**config.mk**
```make
export PLATFORM = sky130hd
export DESIGN_NAME = seg_xlat_front
export DESIGN_NICKNAME = d
export VERILOG_FILES = /design/src/rtl/segx_pkg.sv /design/src/rtl/segx_req_reg.sv /design/src/rtl/segx_base_sel.sv /design/src/rtl/segx_route.sv /design/src/rtl/segx_result.sv /design/src/rtl/seg_xlat_front.sv
export SDC_FILE = /design/constraint.sdc
export NUM_CORES = 1
export LEC_CHECK = 0
export BUFFER_PORTS_ARGS = -buffer_cell sky130_fd_sc_hd__buf_2
export CAP_MARGIN = 20
export CELL_PAD_IN_SITES_DETAIL_PLACEMENT = 1
export CELL_PAD_IN_SITES_GLOBAL_PLACEMENT = 2
export CORE_MARGIN = 3
export CORE_UTILIZATION = 19
export DETAILED_ROUTE_END_ITERATION = 16
export HOLD_SLACK_MARGIN = 0.12
export PLACE_DENSITY = 0.85
export SLEW_MARGIN = 30
export SYNTH_ARGS = -nofsm -noshare
export SYNTH_HDL_FRONTEND = slang
export SYNTH_HIERARCHICAL = 1
export SYNTH_SLANG_ARGS = --single-unit
```
**constraint.sdc**
```tcl
create_clock -name clk -period 3.8 [get_ports clk]
set_clock_uncertainty 0.05 [all_clocks]
set_input_delay 0.19 -clock clk [delete_from_list [all_inputs] [get_ports clk]]
set_output_delay 0.19 -clock clk [all_outputs]
set_load 0.02 [all_outputs]
```
**src/rtl/segx_pkg.sv**
```systemverilog
package segx_pkg;

    // Route taken for a request; the encoding is visible on out_route.
    typedef enum logic [1:0] {
        ROUTE_FLAT = 2'd0,
        ROUTE_SEG  = 2'd1,
        ROUTE_PAGE = 2'd2
    } route_e;

    // Access kinds as carried on in_kind / tlb_kind.
    typedef enum logic [1:0] {
        ACC_LOAD  = 2'd0,
        ACC_STORE = 2'd1,
        ACC_FETCH = 2'd2
    } acc_e;

    localparam int unsigned KIND_W    = 2;
    localparam int unsigned PERM_W    = 3;
    localparam logic [PERM_W-1:0] PERM_FULL = 3'b111;

    // General config bits; either one turns translation on.
    localparam int unsigned GC_EN_A = 2;
    localparam int unsigned GC_EN_B = 3;

    function automatic route_e pick_route(input logic en,
                                          input logic direct,
                                          input logic user);
        if (!en) begin
            return ROUTE_FLAT;
        end else if (direct && !user) begin
            return ROUTE_SEG;
        end
        return ROUTE_PAGE;
    endfunction

endpackage

```
**src/rtl/segx_req_reg.sv**
```systemverilog
module segx_req_reg #(
    parameter int unsigned ADDR_W = 32,
    parameter int unsigned KIND_W = 2
) (
    input  logic              clk,
    input  logic              rst,
    input  logic              in_valid,
    input  logic [ADDR_W-1:0] in_vaddr,
    input  logic              in_user,
    input  logic [KIND_W-1:0] in_kind,
    output logic              q_valid,
    output logic [ADDR_W-1:0] q_vaddr,
    output logic              q_user,
    output logic [KIND_W-1:0] q_kind
);

    always_ff @(posedge clk) begin
        if (rst) begin
            q_valid <= 1'b0;
            q_vaddr <= '0;
            q_user  <= 1'b0;
            q_kind  <= '0;
        end else begin
            q_valid <= in_valid;
            if (in_valid) begin
                q_vaddr <= in_vaddr;
                q_user  <= in_user;
                q_kind  <= in_kind;
            end
        end
    end

endmodule

```
**src/rtl/segx_base_sel.sv**
```systemverilog
module segx_base_sel #(
    parameter int unsigned SEG_BITS = 4,
    localparam int unsigned NSEG = 1 << SEG_BITS,
    localparam int unsigned HALF = NSEG / 2,
    localparam int unsigned KB_W = HALF * SEG_BITS
) (
    input  logic [KB_W-1:0]     kbase_lo,
    input  logic [KB_W-1:0]     kbase_hi,
    input  logic [SEG_BITS-1:0] seg,
    output logic [SEG_BITS-1:0] base
);

    logic [SEG_BITS-1:0] nib [NSEG];

    // Lower half of the segments reads the low register, upper half the high one.
    for (genvar g = 0; g < NSEG; g++) begin : g_nib
        if (g < HALF) begin : g_lo
            assign nib[g] = kbase_lo[g*SEG_BITS +: SEG_BITS];
        end else begin : g_hi
            assign nib[g] = kbase_hi[(g-HALF)*SEG_BITS +: SEG_BITS];
        end
    end

    assign base = nib[seg];

endmodule

```
**src/rtl/segx_route.sv**
```systemverilog
module segx_route
    import segx_pkg::*;
#(
    parameter int unsigned SEG_BITS = 4,
    parameter int unsigned CFG_W    = 32,
    localparam int unsigned NSEG = 1 << SEG_BITS
) (
    input  logic [CFG_W-1:0]    gc_cfg,
    input  logic [CFG_W-1:0]    mm_cfg,
    input  logic                user,
    input  logic [SEG_BITS-1:0] seg,
    output route_e              route
);

    logic            xlat_on;
    logic [NSEG-1:0] seg_map;
    logic            unused_cfg_bits;

    assign xlat_on         = gc_cfg[GC_EN_A] | gc_cfg[GC_EN_B];
    assign seg_map         = mm_cfg[NSEG-1:0];
    assign unused_cfg_bits = ^{gc_cfg, mm_cfg};
    assign route           = pick_route(xlat_on, seg_map[seg], user);

endmodule

```
**src/rtl/segx_result.sv**
```systemverilog
module segx_result
    import segx_pkg::*;
#(
    parameter int unsigned ADDR_W   = 32,
    parameter int unsigned SEG_BITS = 4,
    parameter int unsigned VEC_W    = 4,
    localparam int unsigned LOW_W = ADDR_W - SEG_BITS
) (
    input  logic                q_valid,
    input  route_e              route,
    input  logic [ADDR_W-1:0]   q_vaddr,
    input  logic [SEG_BITS-1:0] base,
    input  logic                tlb_miss,
    input  logic [ADDR_W-1:0]   tlb_paddr,
    input  logic [PERM_W-1:0]   tlb_perm,
    input  logic [VEC_W-1:0]    tlb_vec,
    output logic                tlb_req_valid,
    output logic                out_miss,
    output logic [ADDR_W-1:0]   out_paddr,
    output logic [PERM_W-1:0]   out_perm,
    output logic [VEC_W-1:0]    out_vec
);

    assign tlb_req_valid = q_valid && (route == ROUTE_PAGE);

    always_comb begin
        out_miss  = 1'b0;
        out_paddr = '0;
        out_perm  = '0;
        out_vec   = '0;
        if (q_valid) begin
            unique case (route)
                ROUTE_FLAT: begin
                    out_paddr = q_vaddr;
                    out_perm  = PERM_FULL;
                end
                ROUTE_SEG: begin
                    out_paddr = {base, q_vaddr[LOW_W-1:0]};
                    out_perm  = PERM_FULL;
                end
                default: begin
                    out_miss  = tlb_miss;
                    out_paddr = tlb_paddr;
                    out_perm  = tlb_perm;
                    out_vec   = tlb_vec;
                end
            endcase
        end
    end

endmodule

```
**src/rtl/seg_xlat_front.sv**
```systemverilog
module seg_xlat_front
    import segx_pkg::*;
#(
    parameter int unsigned ADDR_W   = 32,
    parameter int unsigned SEG_BITS = 4,
    parameter int unsigned CFG_W    = 32,
    parameter int unsigned VEC_W    = 4,
    localparam int unsigned NSEG = 1 << SEG_BITS,
    localparam int unsigned KB_W = (NSEG / 2) * SEG_BITS
) (
    input  logic              clk,
    input  logic              rst,
    input  logic              in_valid,
    input  logic [ADDR_W-1:0] in_vaddr,
    input  logic              in_user,
    input  logic [1:0]        in_kind,
    input  logic [CFG_W-1:0]  gc_cfg,
    input  logic [CFG_W-1:0]  mm_cfg,
    input  logic [KB_W-1:0]   kbase_lo,
    input  logic [KB_W-1:0]   kbase_hi,
    output logic              tlb_req_valid,
    output logic [ADDR_W-1:0] tlb_vaddr,
    output logic              tlb_user,
    output logic [1:0]        tlb_kind,
    input  logic              tlb_miss,
    input  logic [ADDR_W-1:0] tlb_paddr,
    input  logic [2:0]        tlb_perm,
    input  logic [VEC_W-1:0]  tlb_vec,
    output logic              out_valid,
    output logic              out_miss,
    output logic [ADDR_W-1:0] out_paddr,
    output logic [2:0]        out_perm,
    output logic [VEC_W-1:0]  out_vec,
    output logic [1:0]        out_route
);

    logic                q_valid;
    logic [ADDR_W-1:0]   q_vaddr;
    logic                q_user;
    logic [KIND_W-1:0]   q_kind;
    logic [SEG_BITS-1:0] q_seg;
    logic [SEG_BITS-1:0] seg_base;
    route_e              route;

    segx_req_reg #(
        .ADDR_W (ADDR_W),
        .KIND_W (KIND_W)
    ) u_req (
        .clk      (clk),
        .rst      (rst),
        .in_valid (in_valid),
        .in_vaddr (in_vaddr),
        .in_user  (in_user),
        .in_kind  (in_kind),
        .q_valid  (q_valid),
        .q_vaddr  (q_vaddr),
        .q_user   (q_user),
        .q_kind   (q_kind)
    );

    assign q_seg = q_vaddr[ADDR_W-1 -: SEG_BITS];

    segx_route #(
        .SEG_BITS (SEG_BITS),
        .CFG_W    (CFG_W)
    ) u_route (
        .gc_cfg (gc_cfg),
        .mm_cfg (mm_cfg),
        .user   (q_user),
        .seg    (q_seg),
        .route  (route)
    );

    segx_base_sel #(
        .SEG_BITS (SEG_BITS)
    ) u_base (
        .kbase_lo (kbase_lo),
        .kbase_hi (kbase_hi),
        .seg      (q_seg),
        .base     (seg_base)
    );

    segx_result #(
        .ADDR_W   (ADDR_W),
        .SEG_BITS (SEG_BITS),
        .VEC_W    (VEC_W)
    ) u_result (
        .q_valid       (q_valid),
        .route         (route),
        .q_vaddr       (q_vaddr),
        .base          (seg_base),
        .tlb_miss      (tlb_miss),
        .tlb_paddr     (tlb_paddr),
        .tlb_perm      (tlb_perm),
        .tlb_vec       (tlb_vec),
        .tlb_req_valid (tlb_req_valid),
        .out_miss      (out_miss),
        .out_paddr     (out_paddr),
        .out_perm      (out_perm),
        .out_vec       (out_vec)
    );

    assign tlb_vaddr = q_vaddr;
    assign tlb_user  = q_user;
    assign tlb_kind  = q_kind;
    assign out_valid = q_valid;
    assign out_route = q_valid ? route : ROUTE_FLAT;

endmodule

```
## Yosys cells after proc, flatten, opt, wreduce, memory -nomap -nowiden

Cells that the tools add are included.

| storage, ports and cells | value |
|---|---|
| latch bits | 0 |
| bits in writable memories | 0 |
| register bits | 36 |
| logic and storage cells | 34 |
| memory bits (read-only) | 0 |
| memories | 0 |

| operators by class | value |
|---|---|
| magnitude comparators | 2 |
| mux-type cells | 19 |
| eq/ne operators | 2 |
| shift-type cells | 0 |
| divide/modulo/power cells | 0 |
| reduce and logical (&&, ||, !) cells | 5 |
| multiply operators | 0 |
| bitwise gates (word level) | 2 |
| add/sub/neg operators | 0 |

Operators by type and width:

| kind | count |
|---|---|
| case mux 32 bit (2 select lines) | 1 |
| two-way mux 32 bit | 1 |
| binary-select mux 4 bit (select 4 bit) | 1 |
| two-way mux 4 bit | 4 |
| two-way mux 2 bit | 4 |
| two-way mux 3 bit | 2 |
| >= comparator 5 bit (second input constant) | 1 |
| less-than comparator 4 x 5 -> 1 bit (second input constant) | 1 |
| two-way mux 1 bit | 5 |
| inverter 4 -> 5 bit | 1 |
| binary-select mux 1 bit (select 4 bit) | 1 |
| == test 2 x 1 -> 1 bit (second input constant) | 1 |
| == test 2 bit (second input constant) | 1 |
| logical AND 1 bit | 2 |
| zero test 2 bit | 1 |
| OR reduction 2 bit | 1 |
| zero test 1 bit | 1 |
| OR 1 bit | 1 |

## Longest topological paths before layout

Gate-level depths: netlist (run 1).

| depth | value |
|---|---|
| depth in word-level cells | 10 |
| mapped depth | 9 |
| mapped depth without buffers | 6 |

## By module

Netlist (run 1), hierarchy kept.

By module, submodules not included:

| module | instances | cells each | area an instance (µm²) |
|---|---|---|---|
| segx_req_reg | 1 | 115 | 1297.5 |
| segx_result | 1 | 90 | 708.2 |
| segx_base_sel | 1 | 39 | 554.3 |
| segx_route | 1 | 19 | 167.7 |
| seg_xlat_front | 1 | 2 | 12.5 |

## Worst setup path before layout (run 1)

No wires, ideal clock.

| path | value |
|---|---|
| path kind | register to output |
| from | register u_req.q_vaddr[28] |
| to | output out_paddr[21] |
| cell stages (with the launch flop) | 9 |
| data arrival time | 2.265 ns |
| setup slack | 1.295 ns |
| path through | dfxtp_1 buf_6 mux4_2 o2111ai_1 o211a_1 buf_4 buf_6 mux2i_1 nor2b_1 |

| between the ends | value |
|---|---|
| cells in the longest elaborated chain, start to end | 9 |

RTL lines:

| what | line | source |
|---|---|---|
| start, declared | segx_req_reg.sv:12 | `output logic [ADDR_W-1:0] q_vaddr,` |
| start signal, assigned | segx_req_reg.sv:26 | `q_vaddr <= in_vaddr;` |
| binary-select mux 1 bit (select 4 bit) (*) | segx_route.sv:22 | `assign route = pick_route(xlat_on, seg_map[seg], user);` |
| two-way mux 1 bit (implied by the code) (*) | segx_route.sv:22 |  |
| logical AND 1 bit (*) | segx_pkg.sv:30 | `end else if (direct && !user) begin` |
| two-way mux 1 bit (*) | segx_pkg.sv:30 |  |
| two-way mux 1 bit (*) | segx_pkg.sv:28 | `if (!en) begin` |
| two-way mux 2 bit (*) | segx_pkg.sv:33 | `return ROUTE_PAGE;` |
| via route[1] | seg_xlat_front.sv:43 | `route_e route;` |
| == test 2 x 1 -> 1 bit / zero test 2 bit (equally long branches) | segx_result.sv:32 | `unique case (route)` |
| case mux 32 bit (2 select lines) (*) | segx_result.sv:32 |  |
| two-way mux 32 bit (*) | segx_result.sv:31 | `if (q_valid) begin` |
| end, declared | seg_xlat_front.sv:31 | `output logic [ADDR_W-1:0] out_paddr,` |

Mark *: on every way through the listed nets, which the timed path passes. The rest lies on a longest branch. The select of a mux whose other input is x is not followed.

## Worst setup path after layout (run 1)

| path | value |
|---|---|
| from | register u_req.q_vaddr[28] |
| to | output out_paddr[17] |

Same word-level chain as after synthesis.

==> results of run 1 <==
## worst max-delay path, stage by stage, from the launching register on
cell and delay (ns):
dfxtp_1 0.56, mux4_2 0.56, o211ai_1 0.25, o211a_2 0.66, buf_12 0.28, mux2i_1 0.26
nor2b_1 0.07, buf_2 0.16
## sequential cells by signal, indices dropped and copies added, names as in the netlist
name / flops
u_req/q_vaddr: 32
u_req/q_valid: 1
u_req/q_kind: 2
u_req/q_user: 1
## synthesized netlist by cell type
| cell type | instances |
|---|---|
| nor2b_1 | 32 |
| dfxtp_1 | 36 |
| buf_8 | 2 |
| and2_1 | 2 |
| mux2_1 | 4 |
| mux4_1 | 14 |
| a21oi_1 | 1 |
| nand2_1 | 5 |
| a22oi_1 | 6 |
| o211ai_1 | 1 |
| mux2i_1 | 67 |
| buf_2 | 4 |
| nand2b_1 | 3 |
| and3_1 | 5 |
| or2b_1 | 1 |
| buf_6 | 4 |
| nor2_1 | 40 |
| a21boi_0 | 3 |
| inv_1 | 5 |
| mux4_2 | 4 |
| clkbuf_1 | 7 |
| o211a_1 | 5 |
| buf_4 | 1 |
| nand3_1 | 8 |
| o2111ai_1 | 1 |
| buf_12 | 4 |
## cells by family (layout without fill, tap and decap cells)
kind of cell	after synthesis	in the layout	synth area share, %
other cells	0	2	0
simple gates	96	96	17.5
compound gates	17	17	5.07
buf+inv	27	290	8.31
flops	36	36	26.3
mux	89	89	42.8
## cell type report
| cell class | instances | area (sq um) |
|---|---|---|
| fill | 1699 | 9500 |
| multi-input combinational | 202 | 1790 |
| timing repair buffer | 277 | 1580 |
| sequential | 36 | 721 |
| tap | 180 | 225 |
| clock buffer | 5 | 125 |
| clock inverter | 3 | 18.8 |
| inverter | 5 | 18.8 |
| antenna | 2 | 5.00 |
## worst max-delay path by stage
stage / from / endpoint / slack (ns) / depth (start not counted)
2_1_floorplan: u_req/q_vaddr[28] / out_paddr[21] / 1.29 / 8
3_3_place_gp: u_req/q_vaddr[28] / out_paddr[14] / 0.92 / 7
3_5_place_dp: u_req/q_vaddr[28] / out_paddr[2] / 0.76 / 7
4_1_cts: u_req/q_vaddr[28] / out_paddr[2] / 0.45 / 7
5_1_grt: u_req/q_vaddr[28] / out_paddr[17] / 0.29 / 7
6_report: u_req/q_vaddr[28] / out_paddr[17] / 0.46 / 7
## power groups by stage
stage                     clock [W]  combinational, W  sequential (W)
after floorplan                   0          0.000258        0.000454
after global placement            0          0.000421        0.000431
after detailed placement          0          0.000434        0.000432
after CTS                  0.000441          0.000463        0.000424
after global routing       0.000451          0.000499        0.000428
final                      0.000414          0.000461        0.000424
## layer usage
layer / GRT usage, % / part of all wire, % / up-vias
met2: 27.4 / 55 / 113
met4: 3.22 / 1.2 / 0
met5: 0 / 0 / -
li1: - / - / 1482
met3: 2.93 / 5.6 / 10
met1: 14.8 / 38 / 1499
## through the flow
stage	utilization [%]	hold WS (ns)	setup slack, ns
2_1_floorplan	-	0.287	1.29
3_3_place_gp	28.6	0.374	0.924
3_5_place_dp	28.6	0.383	0.764
4_1_cts	32.1	0.129	0.450
5_1_grt	32.1	0.162	0.288
6_report	32.1	0.143	0.462
## timing repair
item,in CTS,in global routing
hold buffers,34,0
buffers inserted,0,0
endpoints found under the hold margin,34,0
resized for setup,0,0
==> key figures, run 1 <==
Global routing
  – Vias in the first global route: 3434
  – Initial antenna violation count: 1
  – GRT overflow: 0
  – First-pass GRT wire length: 17900 microns
  – Total track usage: 13.8%
  – Largest net degree at the start of global routing: 37

Synth
  – Area leader, netlist: dfxtp_1
  – Mapped Cells: 265
  – Register area share after synthesis: 26.3%
  – Yosys cell types: 26
  – Synth Warn #: 6
  – Synth Area per Inst: a little over 10 sq um
  – Most area-consuming cells after synthesis: dfxtp_1, mux2i_1, mux4_1
  – Area share of the largest cell type after synthesis: a little over a quarter
  – #FFs+latches synth: 36
  – Syn_nets: about 470
  – Post-Syn Area: 2740 sq um

Placed design
  – Port bufs: 238
  – DPL Wire Length: 8830 microns
  – RD Place Congestion: between 0.8 and 0.9
  – DP Cell Count: roughly 670
  – DP Area: 4000 sq um

Power
  – Reg power frac: 32.7%
  – PnR Total Power: 0.00130 W
  – Leakage: 2.40 nW
  – Sw Share: 32.7%
  – Psw: 0.000425 W
  – Clk pwr share: 31.8%
  – Internal power: 0.000874 W
  – Share of total power in combinational logic: 35.5%
  – VDD IR max: 0.000156 V
  – Power per cell area: 289 nW/um^2

Setup path
  – CP Capture Type: output port
  – Required @ worst endpoint: 3.56 ns
  – CP Class: reg -> out
  – R2R Path End: u_req/q_vaddr[28]
  – Worst Setup Start Kind: flop
  – FF-to-FF setup slack: 2.53 ns
  – Arrival time worst endpoint: a little over 3 ns
  – Cell count of the worst reg-to-reg path: 3
  – Maximum fanout along the worst path: 27
  – Reg-to-Reg Start: u_req/q_vaddr[28]

Clock network
  – Clock slew at reported path FFs: 0.06 ns
  – Max Root-Sink Buffers: 2
  – Total CTS buffers: 5
  – Skew-Pair Late Insertion Delay: 0.28 ns
  – CTS root buffer: clkbuf_16
  – CTS tree: built
  – Clock sinks: 36
  – # H-tree levels: 2

Drt
  – WL final: approximately 12000 microns
  – Starting DRT DRC Count: 36
  – Pre-antenna DRT Iters: 4
  – Via density: 4.37
  – Wire length per cell: 16.4 microns
  – Via count: 3104
  – Detail Route Antenna Nets: 0
  – DRC violations left: 0

Timing
  – Worst slew pin tran: between 0.7 and 0.8 ns
  – Slew Limit Fails: 0
  – RSZ-0062 raised after global routing: no
  – Final min period: 3.34 ns
  – Post-route setup TNS: 0 ns
  – Final Hold Viols: 0
  – Final Cycle Share: 87.8%
  – Fmax achieved: about 300 MHz
  – # setup viols final: 0
  – Slew HR: between 50% and 60%

Floorplanning
  – Top-Level Pins: 285
  – Die H: approximately 130 microns
  – Die Wd: 126 microns
  – Die area: between 15000 and 20000 sq um
  – Initial Util: 19.6%
  – Num rows: between 40 and 50
  – Core Box Area: 14000 sq um

Cells and area
  – Commonest non-fill, non-tap cells in the layout: buf_2, mux2i_1, nor2_1, dfxtp_1, dlygate4sd3_1
  – Area Growth Syn to Fin: 63.8%
  – Design area: around 4500 sq um
  – Share of cells above drive strength 1: 48.5%
  – Post-route insts no fill: 710
  – Nets@finish: 733
  – Commonest non-fill, non-tap cell in the layout: buf_2

Worst hold path
  – Hold EP: u_req/q_vaddr[30]
  – HP Start: in_vaddr[30]
  – Worst hold path type: in -> reg
  – Hold-critical path depth: 3

Job
  – Max-Cap Viols: 0

Run status
  – Status: complete, no violations
Power figures use the tool's default switching activity.
==> inputs of run 2 (changes only) <==
- GPL_TIMING_DRIVEN: unset -> 0
==> run 2 against run 1 <==
  * Combinational power rose by 4.6%
  * Worst hold slack got worse by 0.022 ns
  * Clock power is 13% higher
  * Setup slack gained 0.28 ns
  * Sequential power hardly changed
  * Power up 5.9%
  * Non-clock buffer count grew 13
  * Die area is the same
  * Final cell count rose by 1.5%
  * Highest routed layer unchanged
==> key figures, run 2 (same netlist as run 1, synthesis figures left out) <==
Timing
  – Fmax achieved: 327 MHz (+9.1%)
  – Final Cycle Share: 80.5% (-7.3 points)
  – Worst slew pin tran: 0.598 ns (-0.145 ns)
  – Slew HR: 60.2% (+9.7 points)
  – Hold_ws: 0.121 ns (-0.0219 ns)
  – Final Hold Viols: 0 (unchanged)
  – RSZ-0062 raised after global routing: no
  – # setup viols final: 0 (unchanged)
  – Slew Limit Fails: 0 (unchanged)
  – Final min period: 3.06 ns (-0.278 ns)
  – Post-route setup TNS: 0 ns (unchanged)

Worst hold path
  – Hold-critical path depth: 3 (unchanged)
  – Worst hold path type: in -> reg
  – Hold EP: u_req/q_kind[0]
  – HP Start: in_kind[0]

Floorplanning
  – Die H: 126 microns (unchanged)
  – Die Wd: 126 microns (unchanged)
  – Die area: 15900 sq um (unchanged)
  – Initial Util: 19.6% (unchanged)
  – Num rows: 43 (unchanged)
  – Core Box Area: 14000 sq um (unchanged)
  – Top-Level Pins: 285 (unchanged)

Cells and area
  – Commonest non-fill, non-tap cell in the layout: buf_2
  – Fill count: 1675 (-1.4%)
  – Max reg flops: 32 (unchanged)
  – ANT cells: 0 (-2)
  – Largest regs: u_req/q_vaddr: 32 flops, u_req/q_kind: 2 flops
  – Largest Register: u_req/q_vaddr
  – Nets@finish: 746 (+1.8%)
  – Fin util: 33.1% (+1.0 points)
  – Post-route insts no fill: 721 (+1.5%)
  – Area Growth Syn to Fin: 69.0%
  – Share of cells above drive strength 1: 48.4% (-0.056 points)
  – Commonest non-fill, non-tap cells in the layout: buf_2, mux2i_1, nor2_1, dfxtp_1

Setup path
  – Arrival time worst endpoint: 2.82 ns (-0.28 ns)
  – CP Capture Type: output port
  – R2R Path End: u_req/q_vaddr[30]
  – Reg-to-Reg Start: u_req/q_vaddr[30]
  – FF-to-FF setup slack: 2.78 ns (+0.25 ns)
  – Maximum fanout along the worst path: 10 (-63%)
  – Worst Setup Start Kind: flop
  – Cell count of the worst reg-to-reg path: 2 (-1)
  – Required @ worst endpoint: 3.56 ns (about the same)
  – CP Class: reg -> out

Clock network
  – Clock sinks: 36 (unchanged)
  – Post-CTS Setup Repair Bufs: 0 (unchanged)
  – CTS Hold Buffers Added: 32 (-5.9%)
  – Skew-Pair Late Insertion Delay: 0.27 ns (about the same)
  – # H-tree levels: 2 (unchanged)
  – Post-CTS Resized: 0 (unchanged)
  – Total CTS buffers: 5 (unchanged)
  – Max Root-Sink Buffers: 2 (unchanged)
  – CTS tree: built
  – Clock slew at reported path FFs: 0.06 ns (about the same)
  – CTS root buffer: clkbuf_16

Power
  – Clk pwr share: 34.1% (+2.3 points)
  – Internal power: 0.000957 W (+9.5%)
  – PnR Total Power: 0.00138 W (+5.9%)
  – Share of total power in combinational logic: 35.0% (-0.5 points)
  – Psw: 0.000418 W (-1.7%)
  – Sw Share: 30.4% (-2.3 points)
  – VDD IR max: 0.000214 V (+37%)
  – Leakage: 2.47 nW (+2.9%)
  – Reg power frac: 30.9% (-1.8 points)
  – Power per cell area: 297 nW/um^2 (+2.6%)

Drt
  – Detail Route Antenna Nets: 0 (unchanged)
  – Via density: 4.32 (-1.1%)
  – DRC violations left: 0 (unchanged)
  – WL final: 11700 microns (+0.57%)
  – Pre-antenna DRT Iters: 4 (unchanged)
  – Wire length per cell: 16.2 microns (-0.97%)
  – Starting DRT DRC Count: 69 (+92%)
  – Via count: 3118 (+0.45%)

Global routing
  – First-pass GRT wire length: 18100 microns (+1.1%)
  – GRT overflow: 0 (unchanged)
  – Vias in the first global route: 3421 (-0.38%)
  – Total track usage: 14.1% (+0.24 points)
  – Initial antenna violation count: 0 (-1)
  – Largest net degree at the start of global routing: 15 (-59%)

Run status
  – Status: complete, no violations

Job
  – Max-Cap Viols: 0 (unchanged)

Placed design
  – DP Cell Count: 681 (+2.3%)
  – RD Place Congestion: 0.825 (+2.7%)
  – Port bufs: 236 (-0.84%)
  – DPL Wire Length: 9470 microns (+7.3%)
==> run 2: cell types whose count changed in the layout (fill, tap and decap cells not counted), sizes merged <==
cell         previous run  this run
clkbuf                  5        13
buf                   243       251
clkinv                  3         1
dlygate4sd3            34        32
bufinv                  0         1
diode                   2         0
==> run 2: per-stage QoR <==
stage	instance area [sq um]	setup WS, ns
4_1_cts	4630	0.760
2_1_floorplan	2740	1.29
3_3_place_gp	4150	1.11
5_1_grt	4630	0.560
3_5_place_dp	4150	1.08
6_report	4630	0.740
==> run 2: power groups by stage <==
stage	sequential, W	clock, W	combinational (W)
global placement	0.000432	0	0.000448
floorplan	0.000454	0	0.000258
global route	0.000429	0.000511	0.000524
detailed placement	0.000434	0	0.000460
CTS	0.000426	0.000491	0.000487
finish	0.000425	0.000469	0.000482
==> run 2: area by class of cell <==
cell class | instances | area, sq um | share of cell area, %
clock buffer | 6 | 129 | 2.78
sequential | 36 | 721 | 15.6
multi-input combinational | 202 | 1790 | 38.7
timing repair buffer | 268 | 1500 | 32.4
buffer | 22 | 209 | 4.51
inverter | 5 | 18.8 | 0.405
tap | 180 | 225 | 4.86
clock inverter | 2 | 35.0 | 0.757
==> run 2: how the worst max path moves through the flow <==
| stage | slack, ns | to | start | depth (start not counted) |
|---|---|---|---|---|
| after detailed placement | 1.08 | out_paddr[31] | u_req/q_vaddr[30] | 7 |
| final | 0.74 | out_paddr[28] | u_req/q_vaddr[29] | 8 |
| after global routing | 0.56 | out_paddr[29] | u_req/q_vaddr[30] | 7 |
| after CTS | 0.76 | out_paddr[31] | u_req/q_vaddr[30] | 7 |
| after floorplan | 1.29 | out_paddr[21] | u_req/q_vaddr[28] | 8 |
| after global placement | 1.11 | out_paddr[29] | u_req/q_vaddr[30] | 7 |
==> run 2: critical path: stages (launching register included) <==
cell	delay [ns]
dfxtp_1	0.50
clkbuf_1	0.34
buf_2	0.31
mux4_2	0.34
a22oi_1	0.26
nand3_1	0.13
mux2_1	0.30
o211a_1	0.20
buf_2	0.16
==> run 2: layer usage <==
| metal | share of wire (%) | track usage (%) |
|---|---|---|
| met1 | 39 | 15.9 |
| met2 | 54 | 27.1 |
| met3 | 5.1 | 2.33 |
| met4 | 1.7 | 3.53 |
| met5 | 0 | 0 |
